==> src/rtl/tw_pkg.sv <==
package tw_pkg;

   // Command byte, bit 0 first on the wire.
   typedef struct packed {
      logic       valid;   // bit 7, must be 1
      logic       ram;     // bit 6, 1 selects RAM
      logic [4:0] addr;    // bits 5:1
      logic       rd;      // bit 0, 1 means read
   } tw_cmd_t;

   typedef enum logic [1:0] {
      PH_CMD  = 2'd0,
      PH_DATA = 2'd1,
      PH_HALT = 2'd2
   } tw_phase_e;

   localparam logic [4:0] TW_BURST_ADDR = 5'h1F;

endpackage

==> src/rtl/tw_ram.sv <==
module tw_ram #(
   parameter int DEPTH  = 31,
   parameter int DATA_W = 8,
   parameter int ADDR_W = 5
) (
   input  logic              clk,
   input  logic              rst_n,
   input  logic              we,
   input  logic [ADDR_W-1:0] waddr,
   input  logic [DATA_W-1:0] wdata,
   input  logic [ADDR_W-1:0] raddr,
   output logic [DATA_W-1:0] rdata
);
   logic [DATA_W-1:0] mem_q [DEPTH];

   always_ff @(posedge clk or negedge rst_n) begin
      if (!rst_n) begin
         for (int i = 0; i < DEPTH; i++) mem_q[i] <= '0;
      end else if (we) begin
         mem_q[waddr] <= wdata;
      end
   end

   always_comb begin
      rdata = '0;
      for (int i = 0; i < DEPTH; i++)
         if (raddr == ADDR_W'(i)) rdata = mem_q[i];
   end

   // writes only land inside the array
   a_r3_ram_in_range: assert property (@(posedge clk) disable iff (!rst_n)
      we |-> (int'(waddr) < DEPTH));

endmodule

==> src/rtl/tw_bitlink.sv <==
module tw_bitlink
   import tw_pkg::*;
#(
   parameter int IDX_W = 6
) (
   input  logic             clk,
   input  logic             rst_n,
   input  logic             ce,
   input  logic             sclk,
   input  logic             sdi,
   input  logic [7:0]       rd_byte,
   output logic             sdo,
   output logic             sdo_oe,
   output tw_cmd_t          cmd_q,
   output tw_cmd_t          cmd_nxt,
   output logic             cmd_stb,
   output logic             wr_stb,
   output logic [7:0]       wr_byte,
   output logic [IDX_W-1:0] idx
);
   localparam logic [IDX_W-1:0] IDX_TOP = '1;

   logic       sclk_q;
   logic [2:0] bit_q, rbit_q;
   logic [7:0] sh_q, osh_q;
   tw_phase_e  ph_q;
   logic       rise, fall, last_bit;

   assign rise     = ce & sclk & ~sclk_q;
   assign fall     = ce & ~sclk & sclk_q;
   assign last_bit = rise && (bit_q == 3'd7);
   assign wr_byte  = {sdi, sh_q[7:1]};
   assign cmd_nxt  = tw_cmd_t'(wr_byte);
   assign cmd_stb  = last_bit && (ph_q == PH_CMD) && cmd_nxt.valid;
   assign wr_stb   = last_bit && (ph_q == PH_DATA) && !cmd_q.rd;

   always_ff @(posedge clk or negedge rst_n) begin
      if (!rst_n) begin
         sclk_q <= 1'b0;
         bit_q  <= '0;
         rbit_q <= '0;
         sh_q   <= '0;
         osh_q  <= '0;
         ph_q   <= PH_CMD;
         cmd_q  <= '0;
         idx    <= '0;
         sdo    <= 1'b0;
         sdo_oe <= 1'b0;
      end else begin
         sclk_q <= sclk;
         if (!ce) begin
            bit_q  <= '0;
            rbit_q <= '0;
            idx    <= '0;
            ph_q   <= PH_CMD;
            sdo    <= 1'b0;
            sdo_oe <= 1'b0;
         end else begin
            if (rise) begin
               sh_q  <= wr_byte;
               bit_q <= bit_q + 3'd1;
            end
            if (last_bit && ph_q == PH_CMD) begin
               cmd_q <= cmd_nxt;
               ph_q  <= cmd_nxt.valid ? PH_DATA : PH_HALT;
            end
            if (wr_stb && idx != IDX_TOP) idx <= idx + 1'b1;
            if (fall && ph_q == PH_DATA && cmd_q.rd) begin
               sdo_oe <= 1'b1;
               if (rbit_q == 3'd0) begin
                  sdo   <= rd_byte[0];
                  osh_q <= {1'b0, rd_byte[7:1]};
               end else begin
                  sdo   <= osh_q[0];
                  osh_q <= {1'b0, osh_q[7:1]};
               end
               rbit_q <= rbit_q + 3'd1;
               if (rbit_q == 3'd7 && idx != IDX_TOP) idx <= idx + 1'b1;
            end
         end
      end
   end

   // line released one cycle after ce drops
   a_r11_release_on_ce_low: assert property (@(posedge clk) disable iff (!rst_n)
      !ce |=> !sdo_oe);
   // only a read command drives the line
   a_r11_drive_only_read: assert property (@(posedge clk) disable iff (!rst_n)
      sdo_oe |-> cmd_q.rd);
   // abort clears the bit position
   a_r9_abort_clears_count: assert property (@(posedge clk) disable iff (!rst_n)
      !ce |=> (bit_q == 3'd0 && rbit_q == 3'd0));
   // bad command never reaches the data phase
   a_r10_bad_cmd_halts: assert property (@(posedge clk) disable iff (!rst_n)
      (ce && last_bit && ph_q == PH_CMD && !cmd_nxt.valid) |=> (ph_q != PH_DATA));

endmodule

==> src/rtl/tw_reg_slave.sv <==
module tw_reg_slave
   import tw_pkg::*;
#(
   parameter int TIME_REGS = 7,
   parameter int RAM_DEPTH = 31,
   parameter int DATA_W    = 8,
   parameter int WP_BIT    = 7,
   parameter bit SNAPSHOT  = 1'b1
) (
   input  logic                        clk,
   input  logic                        rst_n,
   input  logic                        ce,
   input  logic                        sclk,
   input  logic                        sdi,
   output logic                        sdo,
   output logic                        sdo_oe,
   input  logic [TIME_REGS*DATA_W-1:0] tm_in,
   output logic [TIME_REGS-1:0]        tm_wr_en,
   output logic [DATA_W-1:0]           tm_wr_data
);
   localparam int CLK_REGS = TIME_REGS + 1;
   localparam int IDX_W    = 6;
   localparam int RAM_AW   = 5;
   localparam logic [4:0]       CTRL_A  = 5'(TIME_REGS);
   localparam logic [IDX_W-1:0] RAM_LIM = IDX_W'(RAM_DEPTH);
   localparam logic [IDX_W-1:0] CLK_LIM = IDX_W'(CLK_REGS);

   if (DATA_W != 8) begin : g_bad_width
      $error("tw_reg_slave: DATA_W must be 8");
   end
   if (CLK_REGS > 31 || TIME_REGS < 1) begin : g_bad_time
      $error("tw_reg_slave: TIME_REGS out of range");
   end
   if (RAM_DEPTH > 31 || RAM_DEPTH < 1) begin : g_bad_ram
      $error("tw_reg_slave: RAM_DEPTH out of range");
   end
   if (WP_BIT >= DATA_W) begin : g_bad_wp
      $error("tw_reg_slave: WP_BIT outside the control byte");
   end

   tw_cmd_t           cmd_q, cmd_nxt;
   logic              cmd_stb, wr_stb;
   logic [7:0]        wr_byte, rd_byte, ram_rdata;
   logic [IDX_W-1:0]  idx;
   logic [DATA_W-1:0] ctrl_q;
   logic              wp_cmd, burst, in_range, ctrl_exempt, wr_ok;
   logic              ram_we, ctrl_we, snap_ld;
   logic [4:0]        eff_addr;
   logic [TIME_REGS-1:0]        hit;
   logic [TIME_REGS*DATA_W-1:0] burst_src;

   tw_bitlink #(.IDX_W(IDX_W)) u_link (
      .clk(clk), .rst_n(rst_n), .ce(ce), .sclk(sclk), .sdi(sdi),
      .rd_byte(rd_byte), .sdo(sdo), .sdo_oe(sdo_oe),
      .cmd_q(cmd_q), .cmd_nxt(cmd_nxt), .cmd_stb(cmd_stb),
      .wr_stb(wr_stb), .wr_byte(wr_byte), .idx(idx)
   );

   assign burst = (cmd_q.addr == TW_BURST_ADDR);

   always_comb begin
      eff_addr = burst ? idx[4:0] : cmd_q.addr;
      if (burst)
         in_range = idx < (cmd_q.ram ? RAM_LIM : CLK_LIM);
      else
         in_range = (idx == '0) &&
                    ({1'b0, cmd_q.addr} < (cmd_q.ram ? RAM_LIM : CLK_LIM));
   end

   assign ctrl_exempt = !burst && !cmd_q.ram && (cmd_q.addr == CTRL_A);
   assign wr_ok   = wr_stb && cmd_q.valid && in_range && (!wp_cmd || ctrl_exempt);
   assign ram_we  = wr_ok && cmd_q.ram;
   assign ctrl_we = wr_ok && !cmd_q.ram && (eff_addr == CTRL_A);
   assign snap_ld = cmd_stb && cmd_nxt.valid && cmd_nxt.rd && !cmd_nxt.ram &&
                    (cmd_nxt.addr == TW_BURST_ADDR);

   for (genvar g = 0; g < TIME_REGS; g++) begin : g_time_hit
      assign hit[g] = wr_ok && !cmd_q.ram && (eff_addr == 5'(g));
   end

   if (SNAPSHOT) begin : g_snap
      logic [TIME_REGS*DATA_W-1:0] shadow_q;
      always_ff @(posedge clk or negedge rst_n) begin
         if (!rst_n)       shadow_q <= '0;
         else if (snap_ld) shadow_q <= tm_in;
      end
      assign burst_src = shadow_q;
   end else begin : g_live
      assign burst_src = tm_in;
      logic unused_snap;
      assign unused_snap = snap_ld;
   end

   tw_ram #(.DEPTH(RAM_DEPTH), .DATA_W(DATA_W), .ADDR_W(RAM_AW)) u_ram (
      .clk(clk), .rst_n(rst_n), .we(ram_we), .waddr(eff_addr),
      .wdata(wr_byte), .raddr(eff_addr), .rdata(ram_rdata)
   );

   always_comb begin
      rd_byte = '0;
      if (in_range) begin
         if (cmd_q.ram)              rd_byte = ram_rdata;
         else if (eff_addr == CTRL_A) rd_byte = ctrl_q;
         else begin
            for (int k = 0; k < TIME_REGS; k++)
               if (eff_addr == 5'(k))
                  rd_byte = burst ? burst_src[k*DATA_W +: DATA_W]
                                  : tm_in[k*DATA_W +: DATA_W];
         end
      end
   end

   always_ff @(posedge clk or negedge rst_n) begin
      if (!rst_n) begin
         tm_wr_en   <= '0;
         tm_wr_data <= '0;
         ctrl_q     <= '0;
         wp_cmd     <= 1'b0;
      end else begin
         tm_wr_en <= hit;
         if (|hit)    tm_wr_data <= wr_byte;
         if (ctrl_we) ctrl_q     <= wr_byte;
         if (cmd_stb) wp_cmd     <= ctrl_q[WP_BIT];
      end
   end

   // at most one time strobe per cycle
   a_r4_strobe_onehot: assert property (@(posedge clk) disable iff (!rst_n)
      $onehot0(tm_wr_en));
   // protected commands produce no time strobe
   a_r7_wp_no_strobe: assert property (@(posedge clk) disable iff (!rst_n)
      (|tm_wr_en) |-> !wp_cmd);
   // protected commands leave the RAM untouched
   a_r7_wp_no_ram_write: assert property (@(posedge clk) disable iff (!rst_n)
      ram_we |-> !wp_cmd);
   // under protection only a single control write changes control
   a_r8_ctrl_change_gate: assert property (@(posedge clk) disable iff (!rst_n)
      (ce && wp_cmd && !ctrl_exempt) |=> $stable(ctrl_q));

endmodule

==> config.mk <==
export PLATFORM = sky130hd
export DESIGN_NAME = tw_reg_slave
export DESIGN_NICKNAME = d
export VERILOG_FILES = /design/src/rtl/tw_pkg.sv /design/src/rtl/tw_ram.sv /design/src/rtl/tw_bitlink.sv /design/src/rtl/tw_reg_slave.sv
export SDC_FILE = /design/constraint.sdc
export NUM_CORES = 1
export LEC_CHECK = 0
export BUFFER_PORTS_ARGS = -buffer_cell sky130_fd_sc_hd__buf_2
export CORE_MARGIN = 2
export CORE_UTILIZATION = 60
export DETAILED_ROUTE_END_ITERATION = 10
export GPL_TIMING_DRIVEN = 0
export PLACE_DENSITY = 0.78
export SLEW_MARGIN = 20
export SYNTH_ARGS = -nofsm -noshare
export SYNTH_HDL_FRONTEND = slang
export SYNTH_SLANG_ARGS = --single-unit
==> constraint.sdc <==
create_clock -name clk -period 3.9 [get_ports clk]
set_input_delay 0.585 -clock clk [delete_from_list [all_inputs] [get_ports clk]]
set_output_delay 0.585 -clock clk [all_outputs]
set_load 0.005 [all_outputs]
==> results.cfg <==
[drt]
drt-initial-drc-count = 1578
wl_per_cell_um = 28.1
routed_wl_um = 58000
drt-pass1-iter-count = 6
dr_total_vias = 14234
viasPerCell = 6.89
ant_nets = 0
drc_errors = 0

[setup_path]
cp-start-kind = flip-flop
worst_ep_arrival_time_ns = 4.27
worstPathRequired_ns = 4.29
path_max_fanout = 10
ff2ff_setup_slack_ns = 0.02
crit_type = flip-flop to flip-flop
worst_r2r_startpoint = u_link.cmd_q[4]$_DFFE_PN0P_
end_kind = flip-flop
startpoint = u_link.cmd_q[4]$_DFFE_PN0P_

[sta]
final.period_utilization_pct = 99.5
fin_ws_ns = 0.0202
finalHoldViolCount = 0
clock_skew_ns = 0.0308
period_needed_ns = 3.88
fmax_mhz = 258
setup_viol = 0
rsz0062_at_grt = true
worst_slew_pin_slew_ns = 1.15
fin_setup_tns_ns = 0
hold_slack_ns = 0.203
drv_slew = 0
max_slew_margin_pct = 22.5

[global_route]
grt.overflow.total = 0
grt_max_degree = 95
antenna_found_initial = 1
grt_pass1_wl_um = 87500
grtUsageTotal_pct = 37.4
grt_pass1_vias = 14344

[synth]
syn_inst = 1522
synthFlopType = dfrtp_1
synth_edf_count = 0
yosys.area.top_type_share_pct = 50.9
seq_area_frac_synth_pct = 50.9
ys_top_cells_by_area = dfrtp_1 51%, mux2_2 20%, nand2_1 3.0%
syn_avg_cell_area_um2 = 11.9
yosys.area.top_type = dfrtp_1
ys_types = 94
synthArstFlopShare_pct = 100
netlist_area_um2 = 18100
synth_warnings = 0
synthesis.nets = 1596
ys_ff_latch = 367

[cts]
clk_latency_ns = 0.54
cts_setup_buffers = 0
cts.sinks = 367
cts_tree = yes
cts.path.max_buffers = 3
h-tree-depth = 2
clk_pin_slew_worst_paths_ns = 0.06
root_buffer = clkbuf_16
cts_buffers = 40

[layout]
drive_gt1_share_pct = 33.6
fillCellCount = 2188
multi_input_area_um2 = 8380
finalNetCount = 1718
seqCellArea_um2 = 9180
syn_to_final_growth_pct = 13.4
diodes = 0

[placed_design]
finalWeightedCongestion = 1.00
io_buffers = 76
dp_slack_ns = -0.410
dp_hpwl_um = 40200

[status]
status = finished, final reports clean

[die]
chipHeight_um = 177
num_io_pins = 78
start_util_pct = 60.9
coreArea_um2 = 29600
fp.dieW_um = 177
row_count = 63
fp.dieArea_um2 = 31500

[job]
max_cap_violations = 0

[pwr]
p_leak_nw = 10.0
ir_drop_mv = 0.364
p_per_area_nw_per_um2 = 421

[min_path]
hold_class = primary input to flip-flop
hp-start = sclk
[flip-flops by register name, indices dropped and copies added (netlist names)]
register / count
u_ram.mem_q: 248
u_link.sdo_oe: 1
burst_src: 56
ctrl_q: 8
tm_wr_data: 8
u_link.sh_q: 7
u_link.sclk_q: 1
tm_wr_en: 7
u_link.osh_q: 7
u_link.sdo: 1
u_link.rbit_q: 3
u_link.cmd_q: 8
wp_cmd: 1
u_link.ph_q: 2
u_link.idx: 6
u_link.bit_q: 3
[stage by stage]
step / instances / utilization [%] / power, mW / cell area, um^2
after global routing: 2066 / 69.1 / 8.82 / 20500
final: 2066 / 69.1 / 8.63 / 20500
after CTS: 2066 / 69.0 / 8.59 / 20400
after detailed placement: 1992 / 64.3 / 4.75 / 19100
after global placement: 1988 / 63.8 / 4.72 / 18900
after floorplan: 1522 / - / 4.23 / 18100
[worst max-delay path, stage by stage (launching register included)]
cell and delay [ns]:
dfrtp_1 0.48, and3_1 0.22, buf_2 0.19, a32o_1 0.34, buf_2 0.27, nand2_1 0.26, clkbuf_1 0.67, a21oi_1 0.11
nor4_1 0.45, a21boi_0 0.31, a311oi_1 0.37, a31oi_1 0.07
[routing by layer]
metal | GRT usage (%) | wire length [um] | vias up | share of wire [%]
li1 | - | - | 5959 | -
met1 | 49.0 | 22400 | 7179 | 39
met2 | 57.8 | 26300 | 869 | 45
met3 | 8.33 | 5810 | 225 | 10
met4 | 21.0 | 3500 | 2 | 6.0
met5 | 0 | 16 | - | 0.028
[synthesized netlist by cell type (7+ instances only)]
library cell  count
dfrtp_1         367
mux2_2          326
nand2_1         145
a21oi_1          59
clkbuf_1         53
nor2_1           41
buf_2            38
nand3_1          36
o21ai_0          32
mux2i_1          28
nand4_1          28
inv_1            22
a221oi_1         21
o22ai_1          21
a22oi_1          17
nor3_1           17
and3_1           15
nor4_1           15
and2_1           14
ha_1             13
a31oi_1          12
a222oi_1         11
a22o_1           11
o211ai_1         10
mux2_1            8
nor3_2            8
a2111oi_0         7
nor2b_1           7
[timing repair]
| item | 4_1_cts | 5_1_grt |
|---|---|---|
| gates resized for setup | 3 | 3 |
| endpoints found under the setup margin | 268 | 224 |
| pin swaps | 0 | 2 |
| hold buffers | 1 | 0 |
| endpoints found under the hold margin | 48 | 0 |
[cells in the final DEF, fill, tap and decap left out, drive strengths merged, types with 6 or more instances in the layout]
cell type	instances
nand2	146
a21boi	6
mux2	334
ha	13
o21ai	35
a31oi	13
nor3	25
dfrtp	367
a211oi	6
a21oi	61
and2	14
a221o	6
a31o	6
o221ai	7
a22o	11
clkinv	9
nor2	42
nor4	22
a2111oi	8
nand3	36
nor2b	7
nand4	30
a221oi	21
clkbuf	116
buf	128
o2111ai	6
inv	22
o22ai	22
o211ai	10
a22oi	17
mux2i	28
a222oi	11
and3	15
[power breakdown]
part           internal [mW]  switching [mW]  leakage [nW]
Clock                   2.35            1.55         0.684
Combinational          0.138           0.737          4.23
Sequential              3.84         0.00848          5.09
[cell type report]
class | instances | share of cell area (%)
flip-flops and latches | 367 | 44.8
multi-input cells | 1031 | 40.9
clock buffers | 64 | 6.17
repair buffers | 81 | 2.49
well taps | 390 | 2.38
plain buffers | 100 | 2.21
clock inverters | 10 | 0.544
inverters | 23 | 0.428
[kinds of logic after synthesis]
group | synth area share (%)
xor gates and xnor gates | 0.243
and+or+nand+nor | 10.8
DFF | 50.9
adders and majority gates | 0.901
buffers and inverters | 3.01
AOI/OAI and AO/OA | 11.8
muxes | 22.4
[worst paths after layout]
kind                            depth (start not counted)                            to
max in group asynchronous                               5  u_ram.mem_q[164]$_DFFE_PN0P_
worst min register to register                          2     u_link.sdo_oe$_DFFE_PN0P_
min in group asynchronous                               2         tm_wr_en[3]$_DFF_PN0_
worst max register to register                         11        u_link.sdo$_DFFE_PN0P_
worst max-delay path                                   11        u_link.sdo$_DFFE_PN0P_
worst min-delay path                                    1       u_link.sclk_q$_DFF_PN0_
Note: power is estimated with default switching activity, not from simulation.
